===== config.mk =====
export PLATFORM = sky130hd
export DESIGN_NAME = accel_fifo_drain
export DESIGN_NICKNAME = d
export VERILOG_FILES = /design/src/rtl/accel_fifo_drain.sv
export SDC_FILE = /design/constraint.sdc
export NUM_CORES = 1
export LEC_CHECK = 0
export ABC_CLOCK_PERIOD_IN_PS = 2400
export BUFFER_PORTS_ARGS = -buffer_cell sky130_fd_sc_hd__buf_2
export CORE_ASPECT_RATIO = 1.1
export CORE_UTILIZATION = 52
export CTS_CLUSTER_DIAMETER = 40
export DETAILED_ROUTE_END_ITERATION = 8
export PLACE_DENSITY = 0.75
export SLEW_MARGIN = 5
export SYNTH_ARGS = -nofsm -noshare
export SYNTH_HDL_FRONTEND = slang
export SYNTH_SLANG_ARGS = --single-unit

===== constraint.sdc =====
create_clock -name clk -period 2.4 [get_ports clk]
set_clock_uncertainty 0.15 [all_clocks]
set_input_delay 0.48 -clock clk [delete_from_list [all_inputs] [get_ports clk]]
set_output_delay 0.48 -clock clk [all_outputs]
set_load 0.02 [all_outputs]

===== src/rtl/accel_fifo_drain.sv =====
module accel_fifo_drain #(
  parameter int CLK_DIV    = 20,
  parameter int GAP_CYCLES = 1000
) (
  input  logic        clk,
  input  logic        rst_n,
  input  logic        start,
  input  logic        miso,
  output logic        sclk,
  output logic        mosi,
  output logic        cs_n,
  output logic        busy,
  output logic        done,
  output logic [7:0]  int_src,
  output logic [5:0]  entry_count,
  output logic [47:0] sample,
  output logic        sample_valid
);
  localparam int DIV_W = (CLK_DIV > 1) ? $clog2(CLK_DIV) : 1;
  localparam int GAP_W = (GAP_CYCLES > 1) ? $clog2(GAP_CYCLES) : 1;
  localparam logic [7:0] CMD_INT  = 8'hB0;
  localparam logic [7:0] CMD_STAT = 8'hB9;
  localparam logic [7:0] CMD_DATA = 8'hF2;

  typedef enum logic [1:0] {S_IDLE, S_LEAD, S_XFER, S_GAP} st_t;
  typedef enum logic [1:0] {F_INT, F_STAT, F_DATA} fr_t;

  st_t              st;
  fr_t              fr;
  logic [DIV_W-1:0] div_q;
  logic [GAP_W-1:0] gap_q;
  logic             ph;
  logic [2:0]       bit_q, byte_q;
  logic [7:0]       tx_q, rx_q;
  logic [5:0]       left_q;
  logic             valid_q, done_q;

  wire div_end   = (div_q == DIV_W'(CLK_DIV - 1));
  wire gap_end   = (gap_q == GAP_W'(GAP_CYCLES - 1));
  wire last_byte = (fr == F_DATA) ? (byte_q == 3'd6) : (byte_q == 3'd1);

  assign cs_n         = (st == S_IDLE) || (st == S_GAP);
  assign sclk         = !((st == S_XFER) && !ph);
  assign mosi         = tx_q[7];
  assign busy         = (st != S_IDLE);
  assign done         = done_q;
  assign sample_valid = valid_q;

  always_ff @(posedge clk or negedge rst_n) begin
    if (!rst_n) begin
      st          <= S_IDLE;
      fr          <= F_INT;
      div_q       <= '0;
      gap_q       <= '0;
      ph          <= 1'b0;
      bit_q       <= '0;
      byte_q      <= '0;
      tx_q        <= CMD_INT;
      rx_q        <= '0;
      left_q      <= '0;
      int_src     <= '0;
      entry_count <= '0;
      sample      <= '0;
      valid_q     <= 1'b0;
      done_q      <= 1'b0;
    end else begin
      valid_q <= 1'b0;
      done_q  <= 1'b0;
      case (st)
        S_IDLE: if (start) begin
          st     <= S_LEAD;
          fr     <= F_INT;
          tx_q   <= CMD_INT;
          div_q  <= '0;
          ph     <= 1'b0;
          bit_q  <= '0;
          byte_q <= '0;
        end
        S_LEAD: begin
          if (div_end) begin
            div_q <= '0;
            ph    <= 1'b0;
            st    <= S_XFER;
          end else begin
            div_q <= div_q + DIV_W'(1);
          end
        end
        S_XFER: begin
          if (!div_end) begin
            div_q <= div_q + DIV_W'(1);
          end else begin
            div_q <= '0;
            ph    <= ~ph;
            if (!ph) begin
              rx_q <= {rx_q[6:0], miso};
            end else begin
              tx_q  <= {tx_q[6:0], 1'b0};
              bit_q <= bit_q + 3'd1;
              if (bit_q == 3'd7) begin
                byte_q <= byte_q + 3'd1;
                tx_q   <= 8'h00;
                case (fr)
                  F_INT:  if (byte_q == 3'd1) int_src <= rx_q;
                  F_STAT: if (byte_q == 3'd1) begin
                    entry_count <= rx_q[5:0];
                    left_q      <= rx_q[5:0];
                  end
                  default: if (byte_q != 3'd0) begin
                    sample[{byte_q - 3'd1, 3'b000} +: 8] <= rx_q;
                    if (byte_q == 3'd6) begin
                      valid_q <= 1'b1;
                      left_q  <= left_q - 6'd1;
                    end
                  end
                endcase
                if (last_byte) begin
                  st    <= S_GAP;
                  gap_q <= '0;
                end
              end
            end
          end
        end
        default: begin
          if (!gap_end) begin
            gap_q <= gap_q + GAP_W'(1);
          end else begin
            div_q  <= '0;
            ph     <= 1'b0;
            bit_q  <= '0;
            byte_q <= '0;
            if (fr == F_INT) begin
              fr   <= F_STAT;
              tx_q <= CMD_STAT;
              st   <= S_LEAD;
            end else if (left_q == 6'd0) begin
              st     <= S_IDLE;
              done_q <= 1'b1;
            end else begin
              fr   <= F_DATA;
              tx_q <= CMD_DATA;
              st   <= S_LEAD;
            end
          end
        end
      endcase
    end
  end
endmodule



==> metrics.md <==
| Metric | Value |
|---|---|
| Final net count | `~620` |
| Leak | `0.00340 µW` |
| CTS max path bufs | `2` |
| Area grow syn2layout | `22.6%` |
| Wire length of the first global-routing pass | `approximately 19000 µm` |
| Crit-path max FO | `4` |
| DR vias | `between 3000 and 4000` |
| IO Count | `between 70 and 80` |
| # setup viols final | `22` |
| Finished Core Util | `about 67%` |
| Period minus WS final | `about 2500 ps` |
| Pins Over Slew Limit | `0` |
| Worst-path clk slew | `110 ps` |
| CTS tree | `yes` |
| #FFs+latches synth | `roughly 110` |
| Clock Root Buffer | `clkbuf_8` |
| Die Span X | `between 90 and 100 µm` |
| Worst Hold Endpoint | `rx_q[0]` |
| Main flop type after synthesis | `dfrtp_1` |
| Critical path class | `reg2reg` |
| TritonCTS Buffers | `9` |
| Non-Filler Instances | `738` |
| Worst R2R End | `sample[32]` |
| Antenna Cells | `0` |
| Endpoint class of the critical path | `register` |
| Synth cell types | `between 50 and 60` |
| Post-Place Cells | `about 700` |
| Gp weighted congestion | `0.815` |
| Total gr overflow | `0` |
| Iteration-0 DRC Markers | `about 220` |
| Starting density of the core | `a little over half` |
| Final Total Pwr | `between 3000 and 4000 µW` |
| Share of cells above drive strength 1 | `between 30% and 40%` |
| Max Cap Viol | `0` |
| DR WL/cell | `15.9 µm` |
| Worst hold-check path type | `in2reg` |
| RSZ-0062 raised after global routing | `true` |
| VDD IR-drop max | `0.309 mV` |
| Worst slew margin | `around 64%` |
| Via/cell ratio | `between 5 and 6` |
| Core Rows | `38` |
| Max Fclk | `between 400 and 500 MHz` |
| Cells after synthesis | `approximately 490` |
| Syn Std Cell Area | `roughly 5500 µm²` |
| Initial antenna violation count | `0` |
| Setup crit start kind | `register` |
| Fin Hold WS | `~170 ps` |
| Hold Crit Depth | `2` |
| DRC viols | `0` |
| Post-route antenna net violation count | `0` |
| Worst Tran Pin Value | `533 ps` |
| Async S/R FF share, synth | `100%` |
| Clk Latency, worst-skew pair | `between 300 and 400 ps` |
| R2R Setup Slk | `-50 ps` |
| Worst reg2reg path depth | `8` |
| HP Start | `miso` |
| Worst setup margin | `-52.5 ps` |
| Final Hold Fails | `0` |
| Post-synthesis sequential area ratio | `between 50% and 60%` |
| Synthesized area per cell | `approximately 11 µm²` |
| Place WS | `-31.3 ps` |
| Critical path data arrival time | `between 2000 and 3000 ps` |
| Core ar. | `approximately 10000 µm²` |
| Failing checks | `setup timing` |
| Req. time, crit path | `roughly 2500 ps` |
| Clock sink count | `112` |
| Post-Syn Nets | `508` |
| H-tree level count | `3` |
| Detailed Place HPWL | `between 8000 and 9000 µm` |
| Crit share post-route | `102%` |
| GR Util All Layers | `between 20 and 25%` |
| Die area | `around 11000 µm²` |
| Number of synthesis warnings | `0` |
| Post-synth EDFFs | `0` |
| Die H | `between 100 and 150 µm` |
| Routed WL | `around 12000 µm` |
| Vias in the first global route | `around 4000` |
| Port Buffers | `a little over 70` |
| Largest net degree at the start of global routing | `63` |
| Outcome | `complete, but fails checks` |
| Drt pass-1 iters | `4` |
| R2R Path Start | `bit_q[0]` |
| Layout fillers | `754` |
| PwrDens | `~540 nW/µm²` |
power breakdown:
group / internal [µW] / switching, µW
logic: 185 / 210
clock network: 505 / 678
registers: 1970 / 81.1
how the worst max path moves through the flow:
stage	slack [ps]	end	depth (start not counted)	startpoint
4_1_cts	-30	sample[32]	8	bit_q[1]
5_1_grt	-150	sample[38]	8	bit_q[1]
3_5_place_dp	-30	sample[38]	8	bit_q[1]
6_report	-50	sample[32]	8	bit_q[0]
2_1_floorplan	-0.6	sample[32]	9	byte_q[0]
3_3_place_gp	30	sample[37]	8	bit_q[0]
cell type report:
class	instances	area, µm²	area share (%)
clock buffer	9	124	1.84
clock inverter	7	86.3	1.28
timing repair buffer	125	827	12.3
multi-input combinational	310	2560	38.1
sequential	112	2810	41.8
tap	140	175	2.61
inverter	35	136	2.03
Yosys cell counts, types with 8 or more instances:
master	count	area share, %
and2_1	11	1.3
mux2i_1	21	3.8
nand3_1	12	1.1
mux2_2	51	10
nand2_1	34	2.3
and3_1	10	1.1
nor2_1	16	1.1
nor2b_1	11	1.3
mux2_4	8	2.2
o21ai_0	19	1.7
clkbuf_1	14	0.96
dfrtp_1	109	50
a21oi_1	14	1.3
inv_1	35	2.4
nor3_1	9	0.82
nor3b_1	9	1.2
ha_1	19	4.3
worst max-delay path, cell delays in order (launching register included):
cell,delay [ps]
dfrtp_1,380
ha_2,200
ha_4,150
nand2_4,50
or3_4,390
nor4b_4,310
and4b_2,300
buf_6,130
mux2_4,290
cell usage in the layout (no fill, tap or decap), drive strengths merged, types with 2 or more instances in the layout:
cell type and instances:
buf 124, dfrtp 109, mux2 59, inv 38
nand2 35, mux2i 21, o21ai 19, ha 19
nor2 16, a21oi 14, nand3 12, nor2b 11
and2 11, and3 10, nor3b 9, clkbuf 9
nor3 9, nor4b 7, nand2b 6, a211o 6
a31oi 4, nor4 4, nand4 3, a21o 3
dfstp 3, or3 3, o221ai 3, nand4b 2
o22ai 2, a32o 2, a221o 2, clkinv 2
per-layer routing:
layer / part of all wire [%] / up-vias / wire length [µm] / GRT usage [%]
met3: 3.6 / 20 / 422 / 4.39
met4: 2.0 / 0 / 238 / 8.51
met1: 44 / 1955 / 5140 / 27.6
met5: 0 / - / 0 / 0
met2: 50 / 95 / 5900 / 40.4
li1: - / 1912 / - / -
timing repair:
| item | 4_1_cts | 5_1_grt |
|---|---|---|
| endpoints found under the hold margin | 25 | 0 |
| endpoints found under the setup margin | 32 | 74 |
| setup buffers | 1 | 4 |
| pin swaps | 0 | 4 |
| hold buffers | 1 | 0 |
| resized for setup | 8 | 13 |
per-stage QoR:
| step | TNS [ps] | area, µm² |
|---|---|---|
| global placement | 0 | 6400 |
| finish | -567 | 6720 |
| CTS | -280 | 6660 |
| global route | -4680 | 6720 |
| detailed placement | -465 | 6400 |
| floorplan | -4.73 | 5570 |
sequential cells by signal (all words and copies together), names as in the netlist:
name and flops:
byte_q 3, st 2, fr 2, gap_q 10, done 1, ph 1
tx_q 8, int_src 8, left_q 6, rx_q 8, entry_count 6, div_q 5
sample_valid 1, sample 48, bit_q 3
logic make-up after synthesis:
family | share of synthesized area [%]
and+or+nand+nor | 15.5
DFF | 51.2
muxes | 16.5
AOI/OAI and AO/OA | 7.58
buffers and inverters | 4.77
adders and majority gates | 4.34
xor gates and xnor gates | 0.160
Power figures use the tool's default switching activity.
